<file path="config.mk">
export PLATFORM = sky130hd
export DESIGN_NAME = elastic_stage
export DESIGN_NICKNAME = d
export VERILOG_FILES = /design/src/rtl/eb_pkg.sv /design/src/rtl/eb_ctrl.sv /design/src/rtl/eb_store.sv /design/src/rtl/elastic_stage.sv
export SDC_FILE = /design/constraint.sdc
export NUM_CORES = 1
export LEC_CHECK = 0
export ABC_AREA = 0
export BUFFER_PORTS_ARGS = -buffer_cell sky130_fd_sc_hd__buf_2
export CAP_MARGIN = 20
export CORE_UTILIZATION = 39
export CTS_CLUSTER_DIAMETER = 60
export DETAILED_ROUTE_END_ITERATION = 6
export MAX_ROUTING_LAYER = met4
export SLEW_MARGIN = 20
export SYNTH_ARGS = -nofsm -noshare
export SYNTH_HDL_FRONTEND = slang
export SYNTH_SLANG_ARGS = --single-unit
export TNS_END_PERCENT = 20
</file>
<file path="constraint.sdc">
create_clock -name clk -period 1.45 [get_ports clk]
set_input_delay 0 -clock clk [delete_from_list [all_inputs] [get_ports clk]]
set_output_delay 0 -clock clk [all_outputs]
set_load 0.03 [all_outputs]
</file>
<file path="src/rtl/eb_pkg.sv">
package eb_pkg;

    // Occupancy of the two-entry stage
    typedef enum logic [1:0] {
        ST_EMPTY = 2'd0,
        ST_ONE   = 2'd1,
        ST_TWO   = 2'd2
    } occ_e;

    // Load strobes from control to storage
    typedef struct packed {
        logic head_from_in;
        logic head_from_spare;
        logic spare_from_in;
    } eb_load_t;

endpackage

</file>
<file path="src/rtl/eb_ctrl.sv">
module eb_ctrl
    import eb_pkg::*;
#(
    parameter bit INIT_TOKEN = 1'b0
) (
    input  logic     clk,
    input  logic     rst_n,
    input  logic     up_valid,
    input  logic     dn_stop,
    output logic     up_stop,
    output logic     dn_valid,
    output eb_load_t load
);

    localparam occ_e RESET_STATE = INIT_TOKEN ? ST_ONE : ST_EMPTY;

    occ_e state_q;
    occ_e state_d;

    // State register
    always_ff @(posedge clk) begin
        if (!rst_n) begin
            state_q <= RESET_STATE;
        end else begin
            state_q <= state_d;
        end
    end

    // Next-state logic
    always_comb begin
        state_d = state_q;
        unique case (state_q)
            ST_EMPTY: begin
                if (up_valid) begin
                    state_d = ST_ONE;           // accept
                end
            end
            ST_ONE: begin
                if (up_valid && dn_stop) begin
                    state_d = ST_TWO;           // accept while stalled
                end else if (!up_valid && !dn_stop) begin
                    state_d = ST_EMPTY;         // deliver only
                end
            end
            ST_TWO: begin
                if (!dn_stop) begin
                    state_d = ST_ONE;           // deliver, spare moves up
                end
            end
            default: state_d = ST_EMPTY;
        endcase
    end

    // Outputs and load strobes
    always_comb begin
        up_stop  = 1'b0;
        dn_valid = 1'b0;
        load     = '0;
        unique case (state_q)
            ST_EMPTY: begin
                load.head_from_in = up_valid;
            end
            ST_ONE: begin
                dn_valid           = 1'b1;
                load.head_from_in  = up_valid && !dn_stop;
                load.spare_from_in = up_valid && dn_stop;
            end
            ST_TWO: begin
                dn_valid             = 1'b1;
                up_stop              = 1'b1;
                load.head_from_spare = !dn_stop;
            end
            default: begin
                up_stop  = 1'b0;
                dn_valid = 1'b0;
            end
        endcase
    end

endmodule

</file>
<file path="src/rtl/eb_store.sv">
module eb_store
    import eb_pkg::*;
#(
    parameter int               WIDTH      = 8,
    parameter bit               INIT_TOKEN = 1'b0,
    parameter logic [WIDTH-1:0] INIT_VALUE = '0
) (
    input  logic             clk,
    input  logic             rst_n,
    input  eb_load_t         load,
    input  logic [WIDTH-1:0] in_data,
    output logic [WIDTH-1:0] head_data
);

    localparam logic [WIDTH-1:0] HEAD_RST = INIT_TOKEN ? INIT_VALUE : '0;

    logic [WIDTH-1:0] head_q;
    logic [WIDTH-1:0] spare_q;

    always_ff @(posedge clk) begin
        if (!rst_n) begin
            head_q <= HEAD_RST;
        end else if (load.head_from_in) begin
            head_q <= in_data;
        end else if (load.head_from_spare) begin
            head_q <= spare_q;
        end
    end

    always_ff @(posedge clk) begin
        if (!rst_n) begin
            spare_q <= '0;
        end else if (load.spare_from_in) begin
            spare_q <= in_data;
        end
    end

    assign head_data = head_q;

endmodule

</file>
<file path="src/rtl/elastic_stage.sv">
module elastic_stage
    import eb_pkg::*;
#(
    parameter int               WIDTH      = 8,
    parameter bit               INIT_TOKEN = 1'b0,
    parameter logic [WIDTH-1:0] INIT_VALUE = '0
) (
    input  logic             clk,
    input  logic             rst_n,
    input  logic [WIDTH-1:0] up_data,
    input  logic             up_valid,
    output logic             up_stop,
    output logic [WIDTH-1:0] dn_data,
    output logic             dn_valid,
    input  logic             dn_stop
);

    eb_load_t load;

    eb_ctrl #(
        .INIT_TOKEN(INIT_TOKEN)
    ) u_ctrl (
        .clk     (clk),
        .rst_n   (rst_n),
        .up_valid(up_valid),
        .dn_stop (dn_stop),
        .up_stop (up_stop),
        .dn_valid(dn_valid),
        .load    (load)
    );

    eb_store #(
        .WIDTH     (WIDTH),
        .INIT_TOKEN(INIT_TOKEN),
        .INIT_VALUE(INIT_VALUE)
    ) u_store (
        .clk      (clk),
        .rst_n    (rst_n),
        .load     (load),
        .in_data  (up_data),
        .head_data(dn_data)
    );

endmodule

</file>
### Word-level counts from Yosys, hierarchy flattened

Index checks and enable logic that the tools add are counted.

| storage, ports and cells | value |
|---|---|
| flip-flop bits (word level) | 18 |
| input port bits | 12 |
| output and inout bits | 10 |
| word-level logic and storage cells | 29 |

| operators by class | value |
|---|---|
| equal/unequal tests | 5 |
| muxes and demuxes | 12 |
| reductions and logical operators | 9 |

Operator list:

| kind | number |
|---|---|
| $mux W8 | 2 |
| $mux W2 | 4 |
| $pmux W2 S3 | 1 |
| $mux W1 | 4 |
| $ne A2 B2 Y1 const B | 2 |
| $logic_and A1 B1 Y1 | 3 |
| $ne A3 B1 Y1 const B | 1 |
| $reduce_and A3 Y1 | 1 |
| $eq A2 B1 Y1 const B | 1 |
| $eq A2 B2 Y1 const B | 1 |
| $logic_not A1 Y1 | 2 |
| $logic_not A2 Y1 | 1 |
| $pmux W1 S2 | 1 |
| $reduce_bool A2 Y1 | 1 |
| $reduce_or A2 Y1 | 1 |

### Depth between registers and ports, before layout

Gate-level depths: netlist (run 1).

| logic depth | value |
|---|---|
| depth after elaboration | 5 |
| gate-level depth with buffers | 7 |
| depth with buffers taken out | 6 |

### By module

Synthesis (run 1) repeated with hierarchy kept, for this count alone.

| unflattened totals | value |
|---|---|
| cells, all modules | 85 |
| area, all modules | 958.4 µm² |

By module, submodules not included:

| module | times used | cells each | area each (µm²) | seq. area each (µm²) |
|---|---|---|---|---|
| eb_store | 1 | 60 | 735.7 | 320.3 |
| eb_ctrl | 1 | 25 | 222.7 | 40.0 |

### Worst setup path before layout (run 1)

Ideal clock, no wire load.

| timing path | value |
|---|---|
| path type | register to register |
| start point | reg u_ctrl.state_q[0] |
| end point | reg u_store.head_q[0], in the netlist u_store.head_data[0] |
| setup time | 116 ps |
| arrival | 1450 ps |
| required time | 1334 ps |
| setup slack | -117 ps |
| cell stages (with the launch flop) | 8 |
| buffers on the path | 1 |
| clock period less this slack | 1567 ps |
| cell sequence | dfxtp_1 -> inv_1 -> ha_1 -> nor2b_1 -> buf_6 -> mux2i_1 -> nand2_1 -> o211a_1 |

| on the way | value |
|---|---|
| word-level cells in the longest chain between the ends | 3 |
| elaborated cells on any way between the ends | 7 |
| classes of those cells | eq/ne (2); mux (3); reduce/logical (2) |

Ends and longest elaborated chain:

| item | RTL line | text |
|---|---|---|
| start: declaration | eb_ctrl.sv:17 | `occ_e state_q;` |
| start signal: assignment | eb_ctrl.sv:25 | `state_q <= state_d;` |
| $eq A2 B1 Y1 (tied with other cells) | eb_ctrl.sv:59 | `unique case (state_q)` |
| $pmux W1 S2 or $mux W1 (tied branches) | eb_ctrl.sv:59 |  |
| $mux W8 or $reduce_bool A2 Y1 (tied branches) | n/a |  |
| end signal: assignment | eb_store.sv:24 | `head_q <= in_data;` |
| end signal: assignment | eb_store.sv:26 | `head_q <= spare_q;` |
| end: declaration | eb_store.sv:17 | `logic [WIDTH-1:0] head_q;` |

Parallel ways exist; a longest one is shown, timed or not.
A chain may end at the register's enable or synchronous reset.

### Worst setup path after layout (run 1)

| timing path | value |
|---|---|
| start point | reg u_ctrl.state_q[1] |
| end point | reg u_store.head_q[4], in the netlist u_store.head_data[4] |

The elaborated chain is that of the path after synthesis.

==> results of run 1 <==
==> kinds of logic after synthesis <==
group	after synthesis	synth area share
adders and majority gates	4	0.0568
DFF	18	0.409
buffers and inverters	7	0.0597
and+or+nand+nor	33	0.161
AOI/OAI and AO/OA	19	0.189
muxes	11	0.125
==> report_power, final <==
group,internal (mW),switching [mW],leakage (nW)
Combinational,0.314,0.360,0.406
Sequential,0.576,0.0536,0.149
Clock,0.153,0.152,0.0210
==> per-layer routing <==
metal  part of all wire  vias to the layer above  wire (um)  track usage
met2               0.48                       15        864        0.279
met3              0.042                        2         75       0.0586
met4             0.0050                        0          9       0.0286
li1                   -                      381          -            -
met5                  0                        -          0            -
met1               0.47                      334        836        0.179
==> cells in the final DEF, fill, tap and decap left out, types with 3 or more instances in the layout <==
| master | instances |
|---|---|
| mux2i_1 | 10 |
| dfxtp_1 | 16 |
| a21boi_1 | 8 |
| dlygate4sd3_1 | 8 |
| o211a_1 | 8 |
| buf_2 | 21 |
| nand2_1 | 27 |
| clkbuf_4 | 3 |
==> repair_timing <==
| action | in CTS | in global routing |
|---|---|---|
| hold buffers | 8 | 0 |
| resized for setup | 1 | 15 |
| endpoints found under the hold margin | 16 | 0 |
| gates cloned | 0 | 1 |
| pin swaps | 0 | 3 |
| endpoints found under the setup margin | 8 | 14 |
==> worst min path at each step <==
stage	start	end	slack (ps)	depth (start not counted)
CTS	rst_n	u_store.head_data[1]	100	2
detailed placement	up_data[5]	u_store.spare_q[5]	260	3
floorplan	up_data[0]	u_store.spare_q[0]	130	2
global route	rst_n	u_store.head_data[7]	110	2
finish	rst_n	u_store.head_data[1]	100	2
global placement	up_data[2]	u_store.spare_q[2]	250	3
==> state kept, by name (all words and copies together), names as in the netlist <==
register,count
u_store.head_data,8
u_store.spare_q,8
u_ctrl.state_q,2
==> layout make-up <==
cell class,count,area [sq um]
fill,188,811
inverter,2,10.0
clock buffer,4,36.3
multi-input combinational,67,510
timing repair buffer,34,273
tap,27,33.8
sequential,18,368
==> per-stage QoR <==
step | util | hold slack, ps
2_1_floorplan | - | 135
3_3_place_gp | 0.510 | 252
3_5_place_dp | 0.510 | 260
4_1_cts | 0.568 | 96.4
5_1_grt | 0.603 | 109
6_report | 0.603 | 95.2
==> results_dict.tcl, run 1 <==
set metrics [dict create \
    status "completed" \
    end_kind "flip-flop" \
    synth_nets 108 \
    path_buf_inv 2 \
    dieArea_sq_um 2450 \
    syn_inst 92 \
    fin_cells 152 \
    coreArea_sq_um 2040 \
    fin_crit_sh 0.929 \
    seq_area_frac_synth 0.409 \
    ant_nets 0 \
    track_usage 0.162 \
    hp-class "in2reg" \
    relSlewSlack 0.791 \
    initial_core_util 0.431 \
    grt_pass1_wl_um 2960 \
    stdcell_area_sq_um 1230 \
    row_count 16 \
    yosys-top-cells-area "dfxtp_1 (41%), mux2i_1 (13%), nand2_1 (12%)" \
    drcViolationCount 0 \
    dpl.hpwl_um 1130 \
    grt_pass1_vias 690 \
    area_delta_synth_final_pct 39.8 \
    cpPeakStageDelay_ps 390 \
    synth_cell_type_count 17 \
    h-tree-depth 1 \
    peakVddDrop_mv 0.684 \
    cts.sink_count 18 \
    critPathArrivalTime_ps 1540 \
    pre_cts_slack_ps 9.64 \
    synth_top_area_share 0.409 \
    synth_warnings 0 \
    root_buffer "clkbuf_4" \
    period_needed_ps 1350 \
    yosysTopAreaCell "dfxtp_1" \
    vias 732 \
    synth-edff-count 0 \
    path_depth 7 \
    reg2reg_to "u_store.head_data[4]" \
    grt_start_max_net_pins 21 \
    slowest_stage "dfxtp_4" \
    grt-ovfl-total 0 \
    worstPathRequired_ps 1640 \
    crit_path_start "u_ctrl.state_q[1]" \
    routed_via_density 4.82 \
    crit_chain "inv_2, ha_4, nor2b_4, o21ai_4, buf_12, nand2_1, o211a_1" \
    clkTransAtPathRegs_ps 100 \
    yosysMostFrequentCell "nand2_1" \
    setup_slack_ps 103 \
    power.total_mw 1.61 \
    worstSetupStartpointType "flip-flop" \
    dr.pass1.iters 2 \
    drv_cap 0 \
    yosys_register_bits 18 \
    cp-endpoint "u_store.head_data[4]" \
    r2r_start "u_ctrl.state_q[1]" \
    reg2reg_slack_ps 100 \
    wl_per_cell_um 11.8 \
    finalSetupViolCount 0 \
    wirelength_um 1790 \
    synthTopCellsByCount "nand2_1 (27), dfxtp_1 (18), mux2i_1 (11)" \
    nNetsFinal 142 \
    drive_gt1_frac 0.328 \
    worst_pin_slew_ps 313 \
    cts_tree "yes" \
    ys.flop_type "dfxtp_1" \
    clock_skew_ps 6.53 \
    antenna_found_initial 0 \
    cp_top_family "flip-flops" \
    setup_tns_ps 0 \
    clockBufferDepth 2 \
    slew_viol_final 0 \
    avgSynthCellArea_sq_um 9.57 \
    cts_setup_buffers 0 \
    drt_iter0_drc 1 \
    async_flop_share 0 \
    rsz0062_at_grt "false" \
    r2r_cells 7 \
    place_area_sq_um 1040 \
    cp_max_fo 8 \
    die_w_um 49.5 \
    cellLeakagePower_nw 0.576 \
    io_buffers 21 \
    gp_congestion 0.678 \
    crit_type "reg2reg" \
    fp.dieH_um 49.5 \
    dp_cells 139 \
    fmax_ghz 0.742 \
    clkLatencyLatePin_ps 290 \
    diodes 0 \
    power.density_nw_per_um2 1310 \
    boundaryPins 22 \
    syn_area_sq_um 881 \
    cts_buffers 3 \
    hold_viol 0 \
]
(Power assumes the default switching activity.)
==> inputs of run 2 (changes only) <==
CORE_MARGIN = 1   (was default)
CORE_UTILIZATION = 45   (was 39)
PLACE_DENSITY = 0.72   (was default)
==> run 2 against run 1 <==
Worst setup slack got worse by 51 ps. Sequential share of layout area is 0.96 points higher. Critical path depth decreased by 1. Sequential power down 2%. Non-clock buffer count stayed put. Highest routed layer unchanged. Largest cell class unchanged. Die area decreased by 13%. Hold slack improved by 4.9 ps.
==> results_dict.tcl, run 2 (synthesis gave the netlist of run 1 again) <==
set metrics [dict create \
    worstPathRequired_ps 1640 \
    drv_cap 0 \
    fp.dieH_um 46.2 \
    cts.sink_count 18 \
    fin_crit_sh 0.964 \
    setup_tns_ps 0 \
    track_usage 0.190 \
    grt_pass1_wl_um 2730 \
    wl_per_cell_um 12.5 \
    nFillCells 153 \
    hp-class "in2reg" \
    clkLatencyLatePin_ps 290 \
    clock_skew_ps 2.10 \
    status "completed" \
    vias 755 \
    cellLeakagePower_nw 0.564 \
    worst_hold_slack_ps 100 \
    power.total_mw 1.58 \
    wirelength_um 1870 \
    dr.pass1.iters 4 \
    pre_cts_slack_ps -9.11 \
    worstSetupStartpointType "flip-flop" \
    crit_chain "inv_1, ha_2, nor2b_4, o21ai_4, clkbuf_16, o211a_1" \
    initial_core_util 0.494 \
    final_cell_mix "nand2_1 (27), buf_2 (21), dfxtp_1 (16)" \
    final_common_cell "nand2_1" \
    cp_max_fo 8 \
    root_buffer "clkbuf_4" \
    row_count 15 \
    cts_tree "yes" \
    area_delta_synth_final_pct 34.5 \
    dpl.hpwl_um 1210 \
    clockBufferDepth 2 \
    stdcell_area_sq_um 1180 \
    clkTransAtPathRegs_ps 100 \
    fin_cells 150 \
    crit_type "reg2reg" \
    end_kind "flip-flop" \
    fmax_ghz 0.715 \
    dieArea_sq_um 2140 \
    cpPeakStageDelay_ps 370 \
    finalSetupViolCount 0 \
    coreArea_sq_um 1780 \
    cts_buffers 3 \
    period_needed_ps 1400 \
    routed_via_density 5.03 \
    setup_slack_ps 51.7 \
    die_w_um 46.2 \
    power.density_nw_per_um2 1330 \
    slew_viol_final 0 \
    hold_viol 0 \
    diodes 0 \
    reg2reg_slack_ps 50 \
    dp_cells 137 \
    relSlewSlack 0.737 \
    r2r_start "u_ctrl.state_q[1]" \
    grt-ovfl-total 0 \
    cts_setup_buffers 0 \
    boundaryPins 22 \
    gp_congestion 0.836 \
    ant_nets 0 \
    critPathArrivalTime_ps 1590 \
    slowest_stage "dfxtp_4" \
    drive_gt1_frac 0.312 \
    grt_pass1_vias 619 \
    grt_start_max_net_pins 21 \
    drt_iter0_drc 12 \
    drcViolationCount 0 \
    crit_path_start "u_ctrl.state_q[1]" \
    worst_pin_slew_ps 394 \
    peakVddDrop_mv 0.784 \
    post-route-util 0.665 \
    antenna_found_initial 0 \
    h-tree-depth 1 \
    nNetsFinal 142 \
    io_buffers 21 \
    place_area_sq_um 1030 \
    hp-start "rst_n" \
]
-- run 2: cell counts in the layout (fill, tap and decap cells not counted) --
Identical to the previous run, type by type.
-- run 2: power breakdown --
part           switching [mW]  total (mW)  internal, mW
sequential             0.0432       0.614         0.571
combinational           0.370       0.661         0.291
clock                   0.154       0.307         0.153
-- run 2: worst paths after layout --
kind                     endpoint  cells past startpoint
max          u_store.head_data[6]                      6
min          u_store.head_data[4]                      2
max reg2reg  u_store.head_data[6]                      6
min reg2reg    u_store.spare_q[5]                      2
-- run 2: repair_timing --
action	in CTS	in global routing
cloned	0	1
endpoints found under the hold margin	16	0
pin swaps	0	1
resized for setup	1	7
setup endpoints to repair	8	10
hold buffers	8	0
-- run 2: cell type report --
cell class | instances | area (sq um) | share of cell area
inverter | 2 | 7.51 | 0.00634
clock buffer | 4 | 36.3 | 0.0306
timing repair buffer | 34 | 253 | 0.213
multi-input combinational | 67 | 492 | 0.415
sequential | 18 | 365 | 0.308
tap | 25 | 31.3 | 0.0264
-- run 2: layer usage --
layer  GRT usage  routed length (um)  vias to the layer above
li1            -                   -                      383
met5           -                   0                        -
met1       0.211                 838                      350
met4      0.0647                  12                        0
met2       0.313                 941                       20
met3      0.0667                  75                        2
-- run 2: critical path, delay by kind of cell, from the launching register on --
| family | cells | cell delay [ps] |
|---|---|---|
| AOI/OAI and AO/OA | 2 | 290 |
| adders and majority gates | 1 | 210 |
| buffers and inverters | 2 | 240 |
| DFF | 1 | 370 |
| and+or+nand+nor | 1 | 180 |
